<file path="config.mk">
export PLATFORM = sky130hd
export DESIGN_NAME = dir_msi_home
export DESIGN_NICKNAME = d
export VERILOG_FILES = /design/src/rtl/dir_pkg.sv /design/src/rtl/dir_replay_fifo.sv /design/src/rtl/dir_action.sv /design/src/rtl/dir_msi_home.sv
export SDC_FILE = /design/constraint.sdc
export NUM_CORES = 1
export LEC_CHECK = 0
export CORE_MARGIN = 1.5
export CORE_UTILIZATION = 40
export CTS_CLUSTER_DIAMETER = 100
export DETAILED_ROUTE_END_ITERATION = 8
export HOLD_SLACK_MARGIN = 0.1
export PLACE_DENSITY = 0.6
export RECOVER_POWER = 50
export SETUP_SLACK_MARGIN = 0.1
export SKIP_CTS_REPAIR_TIMING = 1
export SYNTH_ARGS = -nofsm -noshare
export SYNTH_HDL_FRONTEND = slang
export SYNTH_SLANG_ARGS = --single-unit
</file>
<file path="constraint.sdc">
create_clock -name clk -period 15 [get_ports clk]
set_input_delay 3 -clock clk [delete_from_list [all_inputs] [get_ports clk]]
set_output_delay 3 -clock clk [all_outputs]
set_load 0.05 [all_outputs]
</file>
<file path="src/rtl/dir_pkg.sv">
// Shared definitions for the home directory controller.
// Assumes: line state fits in two bits; codes are fixed, not parameterized.
package dir_pkg;
    typedef enum logic [1:0] {
        ST_I = 2'b00,
        ST_S = 2'b01,
        ST_M = 2'b10
    } line_st_e;
endpackage

</file>
<file path="src/rtl/dir_replay_fifo.sv">
// Replay queue for requests that hit a busy line.
// Holds packed {src, wr, line} items in a shift register, oldest at slot 0.
// Assumes: line index occupies the low LW bits of an item; push only when not full.
module dir_replay_fifo #(
    parameter int W     = 6,
    parameter int DEPTH = 4,
    parameter int LW    = 3
) (
    input  logic          clk,
    input  logic          rst_n,
    input  logic          push,
    input  logic [W-1:0]  push_data,
    input  logic          pop,
    output logic [W-1:0]  head,
    output logic          head_valid,
    output logic          full,
    input  logic [LW-1:0] probe_line,
    output logic          probe_hit
);
    localparam int CNTW = $clog2(DEPTH + 1);
    localparam int AW   = (DEPTH > 1) ? $clog2(DEPTH) : 1;

    logic [W-1:0]    slot_q [DEPTH];
    logic [CNTW-1:0] cnt_q;
    logic [AW-1:0]   wr_idx;
    logic [DEPTH-1:0] hit_vec;

    // Where an incoming item lands, accounting for a same-cycle pop.
    always_comb wr_idx = AW'(pop ? (cnt_q - CNTW'(1)) : cnt_q);

    // Occupancy count.
    always_ff @(posedge clk) begin
        if (!rst_n) cnt_q <= '0;
        else        cnt_q <= cnt_q + CNTW'(push) - CNTW'(pop);
    end

    // Shift on pop, write new item behind the last valid one.
    always_ff @(posedge clk) begin
        if (pop) begin
            for (int i = 0; i < DEPTH - 1; i++) slot_q[i] <= slot_q[i+1];
        end
        if (push) slot_q[wr_idx] <= push_data;
    end

    // Per-slot match of the probed line against valid entries.
    for (genvar g = 0; g < DEPTH; g++) begin : g_probe
        assign hit_vec[g] = (CNTW'(g) < cnt_q) && (slot_q[g][LW-1:0] == probe_line);
    end

    assign probe_hit  = |hit_vec;
    assign head       = slot_q[0];
    assign head_valid = (cnt_q != '0);
    assign full       = (cnt_q == CNTW'(DEPTH));
endmodule

</file>
<file path="src/rtl/dir_action.sv">
// Combinational protocol decision for one request against one idle line entry.
// Produces the entry's next value, any coherence message and an immediate grant.
// Assumes: the line is not busy; a busy transaction keeps the old state until completion.
module dir_action
    import dir_pkg::*;
#(
    parameter int NPROC = 4,
    parameter int PW    = 2,
    parameter int CW    = 3
) (
    input  line_st_e         cur_st,
    input  logic [PW-1:0]    cur_own,
    input  logic [NPROC-1:0] cur_shr,
    input  logic [PW-1:0]    rq_src,
    input  logic             rq_wr,
    output line_st_e         nx_st,
    output logic [PW-1:0]    nx_own,
    output logic [NPROC-1:0] nx_shr,
    output logic             go_busy,
    output logic [CW-1:0]    nx_cnt,
    output logic             send_msg,
    output logic             msg_inv,
    output logic [NPROC-1:0] msg_mask,
    output logic             grant_now,
    output logic             grant_excl
);
    logic [NPROC-1:0] src_oh;
    logic [NPROC-1:0] others;
    logic [CW-1:0]    others_cnt;

    assign src_oh = NPROC'(1) << rq_src;
    assign others = cur_shr & ~src_oh;

    // Number of acknowledgements an invalidation of the other sharers will bring.
    always_comb begin
        others_cnt = '0;
        for (int i = 0; i < NPROC; i++) others_cnt = others_cnt + CW'(others[i]);
    end

    // Protocol decision by current line state and request kind.
    always_comb begin
        nx_st      = cur_st;
        nx_own     = cur_own;
        nx_shr     = cur_shr;
        go_busy    = 1'b0;
        nx_cnt     = '0;
        send_msg   = 1'b0;
        msg_inv    = 1'b0;
        msg_mask   = '0;
        grant_now  = 1'b0;
        grant_excl = 1'b0;
        unique case (cur_st)
            ST_S: begin
                if (!rq_wr) begin
                    nx_shr    = cur_shr | src_oh;
                    grant_now = 1'b1;
                end else if (others == '0) begin
                    nx_st      = ST_M;
                    nx_own     = rq_src;
                    nx_shr     = '0;
                    grant_now  = 1'b1;
                    grant_excl = 1'b1;
                end else begin
                    go_busy  = 1'b1;
                    nx_cnt   = others_cnt;
                    send_msg = 1'b1;
                    msg_inv  = 1'b1;
                    msg_mask = others;
                end
            end
            ST_M: begin
                if (cur_own == rq_src) begin
                    grant_now  = 1'b1;
                    grant_excl = 1'b1;
                end else begin
                    go_busy  = 1'b1;
                    nx_cnt   = CW'(1);
                    send_msg = 1'b1;
                    msg_inv  = rq_wr;
                    msg_mask = NPROC'(1) << cur_own;
                end
            end
            default: begin
                grant_now = 1'b1;
                if (rq_wr) begin
                    nx_st      = ST_M;
                    nx_own     = rq_src;
                    nx_shr     = '0;
                    grant_excl = 1'b1;
                end else begin
                    nx_st  = ST_S;
                    nx_shr = src_oh;
                end
            end
        endcase
    end
endmodule

</file>
<file path="src/rtl/dir_msi_home.sv">
// Home directory controller: per-line MSI state, owner and sharer vector.
// Serves one request per cycle, sends forwards/invalidates only to holders,
// counts acknowledgements per line and parks requests to busy lines for replay.
// Assumes: at most one acknowledgement per cycle; acks only for lines awaiting them.
module dir_msi_home
    import dir_pkg::*;
#(
    parameter int NPROC  = 4,
    parameter int NLINES = 8,
    parameter int QDEPTH = 4
) (
    input  logic                      clk,
    input  logic                      rst_n,
    input  logic                      req_valid,
    output logic                      req_ready,
    input  logic [$clog2(NPROC)-1:0]  req_src,
    input  logic                      req_wr,
    input  logic [$clog2(NLINES)-1:0] req_line,
    input  logic                      ack_valid,
    input  logic [$clog2(NLINES)-1:0] ack_line,
    output logic                      msg_valid,
    output logic                      msg_inv,
    output logic [NPROC-1:0]          msg_dest,
    output logic [$clog2(NLINES)-1:0] msg_line,
    output logic [$clog2(NPROC)-1:0]  msg_rqid,
    output logic                      gnt_valid,
    output logic [$clog2(NPROC)-1:0]  gnt_dst,
    output logic [$clog2(NLINES)-1:0] gnt_line,
    output logic                      gnt_excl,
    output logic                      gnt_remote
);
    localparam int PW = $clog2(NPROC);
    localparam int LW = $clog2(NLINES);
    localparam int CW = $clog2(NPROC + 1);
    localparam int IW = PW + 1 + LW;

    line_st_e         st_q   [NLINES];
    logic [PW-1:0]    own_q  [NLINES];
    logic [NPROC-1:0] shr_q  [NLINES];
    logic [CW-1:0]    cnt_q  [NLINES];
    logic [PW-1:0]    preq_q [NLINES];
    logic [NLINES-1:0] busy_q;
    logic [NLINES-1:0] pwr_q;

    logic [IW-1:0] q_head;
    logic          q_valid, q_full, q_hit, q_push;
    logic [PW-1:0] h_src, sv_src;
    logic          h_wr, sv_wr;
    logic [LW-1:0] h_line, sv_line;
    logic          ack_hit, ack_done, replay_go, direct_ok, take_new, serve;

    line_st_e         a_st;
    logic [PW-1:0]    a_own;
    logic [NPROC-1:0] a_shr, a_mask;
    logic [CW-1:0]    a_cnt;
    logic a_busy, a_send, a_inv, a_gnt, a_excl;

    assign {h_src, h_wr, h_line} = q_head;

    // Arbitration: completing ack owns the grant port, then replay, then new requests.
    always_comb begin
        ack_hit   = ack_valid && busy_q[ack_line];
        ack_done  = ack_hit && (cnt_q[ack_line] == CW'(1));
        replay_go = q_valid && !busy_q[h_line] && !ack_done;
        direct_ok = !busy_q[req_line] && !q_hit;
        req_ready = !ack_done && !replay_go && (direct_ok || !q_full);
        take_new  = req_valid && req_ready && direct_ok;
        q_push    = req_valid && req_ready && !direct_ok;
        serve     = replay_go || take_new;
        sv_src    = replay_go ? h_src  : req_src;
        sv_wr     = replay_go ? h_wr   : req_wr;
        sv_line   = replay_go ? h_line : req_line;
    end

    dir_replay_fifo #(.W(IW), .DEPTH(QDEPTH), .LW(LW)) replay_i (
        .clk(clk), .rst_n(rst_n),
        .push(q_push), .push_data({req_src, req_wr, req_line}),
        .pop(replay_go), .head(q_head), .head_valid(q_valid), .full(q_full),
        .probe_line(req_line), .probe_hit(q_hit)
    );

    dir_action #(.NPROC(NPROC), .PW(PW), .CW(CW)) action_i (
        .cur_st(st_q[sv_line]), .cur_own(own_q[sv_line]), .cur_shr(shr_q[sv_line]),
        .rq_src(sv_src), .rq_wr(sv_wr),
        .nx_st(a_st), .nx_own(a_own), .nx_shr(a_shr),
        .go_busy(a_busy), .nx_cnt(a_cnt),
        .send_msg(a_send), .msg_inv(a_inv), .msg_mask(a_mask),
        .grant_now(a_gnt), .grant_excl(a_excl)
    );

    // Directory entries, ack counting, completion and registered message/grant outputs.
    always_ff @(posedge clk) begin
        if (!rst_n) begin
            for (int i = 0; i < NLINES; i++) begin
                st_q[i]   <= ST_I;
                own_q[i]  <= '0;
                shr_q[i]  <= '0;
                cnt_q[i]  <= '0;
                preq_q[i] <= '0;
            end
            busy_q <= '0;  pwr_q <= '0;
            msg_valid <= 1'b0; msg_inv <= 1'b0; msg_dest <= '0; msg_line <= '0; msg_rqid <= '0;
            gnt_valid <= 1'b0; gnt_dst <= '0; gnt_line <= '0; gnt_excl <= 1'b0; gnt_remote <= 1'b0;
        end else begin
            msg_valid <= 1'b0;
            gnt_valid <= 1'b0;
            if (ack_hit) cnt_q[ack_line] <= cnt_q[ack_line] - CW'(1);
            if (ack_done) begin
                busy_q[ack_line] <= 1'b0;
                gnt_valid  <= 1'b1;
                gnt_dst    <= preq_q[ack_line];
                gnt_line   <= ack_line;
                gnt_remote <= 1'b1;
                gnt_excl   <= pwr_q[ack_line];
                if (pwr_q[ack_line]) begin
                    st_q[ack_line]  <= ST_M;
                    own_q[ack_line] <= preq_q[ack_line];
                    shr_q[ack_line] <= '0;
                end else begin
                    st_q[ack_line]  <= ST_S;
                    shr_q[ack_line] <= (NPROC'(1) << own_q[ack_line]) |
                                       (NPROC'(1) << preq_q[ack_line]);
                end
            end
            if (serve) begin
                st_q[sv_line]  <= a_st;
                own_q[sv_line] <= a_own;
                shr_q[sv_line] <= a_shr;
                if (a_busy) begin
                    busy_q[sv_line] <= 1'b1;
                    cnt_q[sv_line]  <= a_cnt;
                    preq_q[sv_line] <= sv_src;
                    pwr_q[sv_line]  <= sv_wr;
                end
                if (a_send) begin
                    msg_valid <= 1'b1;
                    msg_inv   <= a_inv;
                    msg_dest  <= a_mask;
                    msg_line  <= sv_line;
                    msg_rqid  <= sv_src;
                end
                if (a_gnt) begin
                    gnt_valid  <= 1'b1;
                    gnt_dst    <= sv_src;
                    gnt_line   <= sv_line;
                    gnt_excl   <= a_excl;
                    gnt_remote <= 1'b0;
                end
            end
        end
    end
endmodule

</file>
==> results of run 1 <==
==> state kept, by name (all words and copies together) (netlist names), 4 cells and up <==
register and cells:
busy_q 8, cnt_q 24, msg_dest 4, own_q 16
preq_q 16, pwr_q 8, replay_i.slot_q 24, shr_q 32
st_q 16
==> final cells by class <==
type | instances | area (µm²) | area share
Inverter | 28 | 105.1 | 0.009930
Timing Repair Buffer | 45 | 406.6 | 0.03842
Clock inverter | 15 | 155.1 | 0.01466
Tap cell | 319 | 399.1 | 0.03771
Clock buffer | 17 | 425.4 | 0.04019
Sequential cell | 166 | 4604 | 0.4350
Multi-Input combinational cell | 666 | 4488 | 0.4240
==> worst max-delay path by stage <==
stage / from / slack, ns / endpoint / depth (start not counted)
after floorplan: ack_line[0] / 6.12 / req_ready / 12
after global placement: ack_line[0] / 5.13 / cnt_q[4][2]$_DFFE_PP_ / 23
after detailed placement: ack_line[0] / 4.84 / cnt_q[4][1]$_DFFE_PP_ / 22
after CTS: ack_line[2] / 5.08 / req_ready / 9
after global routing: ack_line[0] / 2.49 / cnt_q[4][0]$_DFFE_PP_ / 24
final: ack_line[0] / 3.27 / cnt_q[4][0]$_DFFE_PP_ / 24
==> logic make-up after synthesis <==
group           share of synthesized area
fa+ha+maj                         0.02132
xor+xnor                          0.01382
buf+inv                           0.04145
mux                               0.09895
simple gates                       0.1746
compound gates                     0.1657
flops                              0.4842
==> metrics by stage <==
stage	instance area, µm²	hold WS [ns]
4_1_cts	10630	0.4619
3_3_place_gp	10040	0.4496
6_report	10580	0.4541
3_5_place_dp	10040	0.4519
2_1_floorplan	9509	0.4493
5_1_grt	10580	0.4856
==> routing by layer <==
layer / track usage / vias to the layer above / share of wire
met1: 0.3372 / 3656 / 0.42
met2: 0.3778 / 374 / 0.45
met4: 0.1168 / 2 / 0.039
li1: - / 3437 / -
met5: 0 / - / 0.00044
met3: 0.06498 / 65 / 0.089
==> power by group through the flow <==
stage               Combinational (mW)  Clock [mW]  Sequential [mW]
global route                      1.40       0.454            0.687
finish                            1.29       0.433            0.676
CTS                               1.28       0.438            0.676
floorplan                        0.911           0            0.690
global placement                  1.27           0            0.686
detailed placement                1.28           0            0.685
==> worst max-delay path, delay by kind of cell <==
kind / cells / cell delay [ns]
multiplexers: 1 / 0.55
adder cells (fa/ha/maj): 2 / 0.47
buffers and inverters: 6 / 3.50
AO/OA/AOI/OAI: 6 / 1.58
AND/OR/NAND/NOR: 9 / 2.69
==> cell usage in the layout (no fill, tap or decap), types with 10 or more instances in the layout <==
master | synthesis | layout
nor2_1 | 106 | 106
mux2i_1 | 20 | 21
dlygate4sd3_1 | 0 | 24
buf_4 | 2 | 10
a22oi_1 | 26 | 26
nor3_1 | 17 | 17
nand3_1 | 17 | 17
or3_1 | 20 | 20
dfxtp_1 | 38 | 38
mux2_2 | 26 | 26
nor2_2 | 16 | 16
edfxtp_1 | 128 | 128
o22ai_1 | 28 | 28
clkbuf_16 | 0 | 17
nor2b_1 | 20 | 20
a21oi_1 | 32 | 32
o21ai_0 | 25 | 26
nand2_1 | 100 | 101
mux4_2 | 12 | 12
ha_1 | 13 | 13
nand2b_1 | 14 | 14
inv_1 | 27 | 28
==> results.md, run 1 <==
* Status: complete, but fails checks
* Failing checks: max-capacitance violations, max-slew violations
* Min-delay src: msg_rqid[1]$_SDFFE_PN0P_
* Antenna Cells at 0
* Most common cell in the netlist: edfxtp_1
* Die width at 157.2 µm
* RSZ-0062 raised after global routing: no
* Maximum VDD drop at 0.1132 mV
* Register bit count reported by yosys at 166
* Gr ovfl total at 0
* RR Endpoint: cnt_q[4][0]$_DFFE_PP_
* Yosys cell types at between 70 and 80
* Synth-to-layout area growth at 11.30%
* First-pass GRT wire length at roughly 45 mm
* Port Buf Inserts at 32
* Root Buffer: clkbuf_16
* Final WL at 29.43 mm
* Share of flip-flops with an asynchronous set or reset at 0
* Hold EP: msg_rqid[1]$_SDFFE_PN0P_
* Post-layout total power at around 2.4 mW
* Sw Ratio at 0.4835
* Die Height at between 150 and 200 µm
* Final Non-Filler Cells at 1,256
* Synth area leader: edfxtp_1
* Placeable Area at 23,400 µm²
* Final TNS setup at 0 ns
* Psw at 1.160 mW
* Mapped Nets at 945
* Hold Path Depth at 2
* Synth Cell Area at 9509 µm²
* # DRC at 0
* # rows at 56
* Placer Congestion at 0.9208
* Pint at 1.239 mW
* CP Launch Type: primary input
* Share of the synthesized area in the top cell type at 0.4042
* Endpoint type of the worst setup path: flop
* Synthesized area per cell at 10.37 µm²
* Cell total after placement at 1,224
* Reg2reg start: replay_i.slot_q[0][1]$_DFFE_PP_
* Leak at 3.645 nW
* DR pass1 iterations at 5
* Worst Path Required at between 15 and 20 ns
* NumNets Final at 952
* IO Pins at 33
* Number of enable flip-flop cells after synthesis at 128
* Post-detailed-route wirelength per cell at 23.43 µm
* Worst setup path class: in2reg
* Synth top area cells: edfxtp_1, dfxtp_1, nor2_1, nand2_1, mux2_2
* Slew @ Worst Pin at 2.243 ns
* Initial antenna violation count at 2
* Power Density at around 230 nW/µm²
* Detailed placer's ending HPWL at 21.78 mm
* Max-cap violation count at 4
* Final hold vios at 0
* Syn. warnings at 0
* Fin crit period at 11.73 ns
* Min-delay worst type: reg2reg
* CTS max path bufs at 2
* Synth top cells by count: edfxtp_1, nor2_1, nand2_1
* Final Cycle Share at 0.7823
* Clk Latency, worst-skew pair at ~0.44 ns
* CTS tree: built
* Slew headroom at -0.4950
* Comb pwr share at 0.538
* Critical Path AT at 11.85 ns
* Post-DRT Antenna Nets at 0
* Clock slew at reported path FFs at 0.07 ns
* Clk_skew at 0.01207 ns
* Dpl ws at 4.838 ns
* Iter 0 DRT Violations at 893
* Worst R2R Path Depth at 19
* Vias in the first global route at 7,417
* Die Area at 24,710 µm²
* Initial core utilization at 0.4063
* H-tree levels at 4
* R2R Setup Slk at 7.09 ns
* Via count at 7,534
* Synth Flop Type: edfxtp_1
* Final Max Slew Viols at ~110
* CTS buffer count at 17
* Largest net degree at the start of global routing at 47
* Crit Path Max Fanout at 38
* GR Util All Layers at 0.2507
* Post-synthesis sequential area ratio at 0.4842
* Sequential power share at 0.282
* Slowest stage delay, CP at 1.62 ns
* Drt via density at 5.998
* Final Core Density at 0.4523
* Final setup vio count at 0
* Ratio of cells with drive above 1 in the final layout at 0.1238
* Cells along the critical path: dlygate4sd3_1 > nor2b_1 > nor2b_1 > a221oi_1 > and3_1 > inv_1 > ha_1 > nand2_1 > o21ai_0 > clkbuf_1 > inv_1 > mux2i_1 > nand2b_1 > nor2_1 > or4_1 > inv_1 > ha_1 > and2_0 > nand2_1 > o41ai_1 > a21oi_1 > buf_4 > o21ai_0 > o21bai_1
* Critical Path Most Common Cell: inv_1
* # fillers at 2,234
* Slowest stage cell, crit path: clkbuf_1
* Clock share of power at 0.180
* Fmax at 85.22 MHz
* Post-synthesis instance total at a little over 900
* Clock sink total at between 150 and 200
* Final WS setup at 3.266 ns
No activity file was read; power rests on OpenSTA's default activity.
==> run 2: changes to the inputs <==
==> constraint.sdc (replaced) <==
create_clock -name clk -period 10.8 [get_ports clk]
set_input_delay 2.16 -clock clk [delete_from_list [all_inputs] [get_ports clk]]
set_output_delay 2.16 -clock clk [all_outputs]
set_load 0.05 [all_outputs]
==> run 2 against run 1 <==
Effect of this change: the flow still finishes with violations (max-capacitance violations, max-slew violations); register-to-register slack got worse by 3.2 ns; critical path depth is 1 lower; design area rose by 0.30%; final cell count is 0.48% higher; global-route usage decreased by 0.98 points; total power is 39% higher; clock-buffer cell count is 2 higher; clock skew down 0.0021 ns; die area unchanged; non-clock buffer count grew 6; worst setup slack worse by 1.9 ns.
==> results.md, run 2 (synthesis results as in run 1) <==
* Status: complete, but fails checks
* Failing checks: max-capacitance violations, max-slew violations
* Dpl ws at 1.676 ns (-3.162 ns)
* Initial antenna violation count at 1 (-1)
* Antenna Cells at 0 (unchanged)
* GR Util All Layers at 0.2410 (-0.009765)
* Final hold vios at 0 (unchanged)
* Most frequent cells in the layout: edfxtp_1, nor2_1, nand2_1
* Slowest stage delay, CP at 0.98 ns (-0.64 ns)
* Crit Path Max Fanout at 27 (-29%)
* Port Buf Inserts at 32 (unchanged)
* Die Height at 157.2 µm (unchanged)
* NumNets Final at 958 (+0.63%)
* Crit path capture: cnt_q[4][0]$_DFFE_PP_
* Placer Congestion at 0.9254 (+0.50%)
* IO Pins at 33 (unchanged)
* RSZ-0062 raised after global routing: no
* Post-DRT Antenna Nets at 0 (unchanged)
* Worst R2R Path Depth at 18 (-1)
* Area of the multi-input gates at 4478 µm² (-0.22%)
* Drt via density at 5.951 (-0.79%)
* Flip-flop count of the largest register after layout at 32 (unchanged)
* Ratio of cells with drive above 1 in the final layout at 0.1251 (+0.001333)
* Initial core utilization at 0.4063 (unchanged)
* Gr ovfl total at 0 (unchanged)
* Clock slew at reported path FFs at 0.07 ns (about the same)
* Sw Ratio at 0.4757 (-0.007753)
* Clock share of power at 0.185 (+0.005)
* Slew headroom at -0.01507 (+0.4800)
* Register area at 4604 µm² (unchanged)
* Clk Latency, worst-skew pair at 0.43 ns (about the same)
* # rows at 56 (unchanged)
* Post-detailed-route wirelength per cell at 23.14 µm (-1.3%)
* Fin crit period at about 9.5 ns
* CTS buffer count at 17 (unchanged)
* Slowest stage cell, crit path: dlygate4sd3_1
* DR pass1 iterations at 6 (+1)
* Synth-to-layout area growth at 11.63%
* Worst Setup SP: ack_line[0]
* Pint at 1.743 mW (+41%)
* Final setup vio count at 0 (unchanged)
* Sequential power share at 0.278 (-0.004)
* Leak at 3.667 nW (+0.60%)
* Worst Path Required at 10.91 ns (-4.21 ns)
* Worst setup path class: in2reg
* # DRC at 0 (unchanged)
* H-tree levels at 4 (unchanged)
* Largest delay share family, worst path: simple AND/OR/NAND/NOR gates
* Die width at 157.2 µm (unchanged)
* Min-delay worst type: reg2reg
* Final Core Density at 0.4536 (+0.001337)
* Final WL at 29.20 mm (-0.79%)
* Slew @ Worst Pin at 1.523 ns (-0.7199 ns)
* Largest regs: shr_q: 32 flops, cnt_q: 24 flops, replay_i.slot_q: 24 flops
* Final Max Slew Viols at 56 (-48%)
* Reg2reg start: replay_i.slot_q[0][1]$_DFFE_PP_
* Final Cycle Share at 0.8757
* Max-cap violation count at 3 (-1)
* Final TNS setup at 0 ns (unchanged)
* R2R Setup Slk at 3.92 ns (-3.17 ns)
* Comb pwr share at 0.537 (about the same)
* Die Area at 24,710 µm² (unchanged)
* CTS tree: built
* CP Launch Type: primary input
* CTS max path bufs at 2 (unchanged)
* Power Density at 313.3 nW/µm² (+38%)
* Final Non-Filler Cells at 1,262 (+0.48%)
* Placeable Area at 23,400 µm² (unchanged)
* Iter 0 DRT Violations at 815 (-8.7%)
* Largest net degree at the start of global routing at 47 (unchanged)
* Worst path depth at 23 (-4.2%)
* Min-delay src: msg_rqid[1]$_SDFFE_PN0P_
* Fmax at 105.7 MHz
* Cells along the critical path: dlygate4sd3_1 > nor2b_1 > and2_0 > a221oi_1 > and3_1 > inv_1 > ha_1 > nand2_1 > o21ai_4 > buf_4 > mux2_1 > mux2_1 > o22ai_1 > or4_1 > inv_1 > ha_1 > and2_0 > nand2_1 > o41ai_1 > a21oi_1 > buf_4 > o21ai_0 > o21bai_1
* Root Buffer: clkbuf_16
* Via count at 7,510 (-0.32%)
* First-pass GRT wire length at 43.53 mm (-3.9%)
* Detailed placer's ending HPWL at 21.63 mm (-0.71%)
* Maximum VDD drop at 0.1566 mV (+38%)
* Largest register by flop count: shr_q
* Commonest non-fill, non-tap cell in the layout: edfxtp_1
* Min Hold Slack at 0.4545 ns (+0.0004210 ns)
* Crit path buf inv count at 5 (-1)
* Vias in the first global route at 7,053 (-4.9%)
* RR Endpoint: cnt_q[4][0]$_DFFE_PP_
* Psw at 1.582 mW (+36%)
* Clock sink total at 166 (unchanged)
* Endpoint type of the worst setup path: flop
* Cell total after placement at 1,230 (+0.49%)
* Clk_skew at 0.009947 ns (-0.002127 ns)
* Critical Path AT at 9.57 ns (-2.28 ns)
* Final WS setup at 1.342 ns (-1.924 ns)
* # fillers at 2,236 (+0.090%)
run 2: changes by cell type in the layout (fill, tap and decap cells not counted), moves of 2 or more:
cell | before | now
inv_6 | 6 | 4
clkbuf_1 | 3 | 6
o221a_1 | 0 | 2
clkinv_8 | 3 | 0
buf_4 | 10 | 14
run 2: power groups by stage:
stage / logic (mW) / registers (mW) / clock network (mW)
after floorplan: 1.26 / 0.958 / 0
after global placement: 1.78 / 0.937 / 0
after detailed placement: 1.78 / 0.938 / 0
after CTS: 1.79 / 0.925 / 0.620
after global routing: 1.92 / 0.937 / 0.644
final: 1.79 / 0.925 / 0.614
run 2: per-stage QoR:
stage	power [mW]	cell area (µm²)
2_1_floorplan	2.223	9509
3_3_place_gp	2.714	10090
3_5_place_dp	2.721	10090
4_1_cts	3.337	10670
5_1_grt	3.502	10620
6_report	3.325	10620
run 2: routing by layer:
layer  vias to the layer above  part of all wire  track usage  wire [µm]
met1                      3672              0.44       0.3306      12840
met2                       338              0.46       0.3805      13350
li1                       3448                 -            -          -
met5                         -                 0            0          0
met3                        52             0.075      0.04791       2184
met4                         0             0.028      0.08131        828
run 2: worst register-to-register path: cells and delay by family, from the launching register on:
| family | cells | cell delay, ns |
|---|---|---|
| DFF | 1 | 0.94 |
| and+or+nand+nor | 4 | 1.39 |
| adders and majority gates | 1 | 0.33 |
| muxes | 2 | 0.92 |
| AOI/OAI and AO/OA | 8 | 2.32 |
| buffers and inverters | 3 | 0.65 |
run 2: final cells by class:
class                      instances  share of cell area
inverter                          28            0.009901
clock inverter                    13             0.01226
clock buffer                      19             0.04279
tap                              319             0.03760
multi-input combinational        666              0.4219
timing repair buffer              51             0.04184
sequential                       166              0.4338
run 2: how the worst min path moves through the flow:
stage,end,slack [ns],cells after the start
detailed placement,msg_dest[3]$_SDFFE_PN0P_,0.45,2
CTS,msg_dest[3]$_SDFFE_PN0P_,0.46,2
finish,msg_rqid[1]$_SDFFE_PN0P_,0.45,2
global route,msg_rqid[0]$_SDFFE_PN0P_,0.49,2
global placement,msg_rqid[1]$_SDFFE_PN0P_,0.45,2
floorplan,pwr_q[1]$_SDFFE_PN0P_,0.45,2
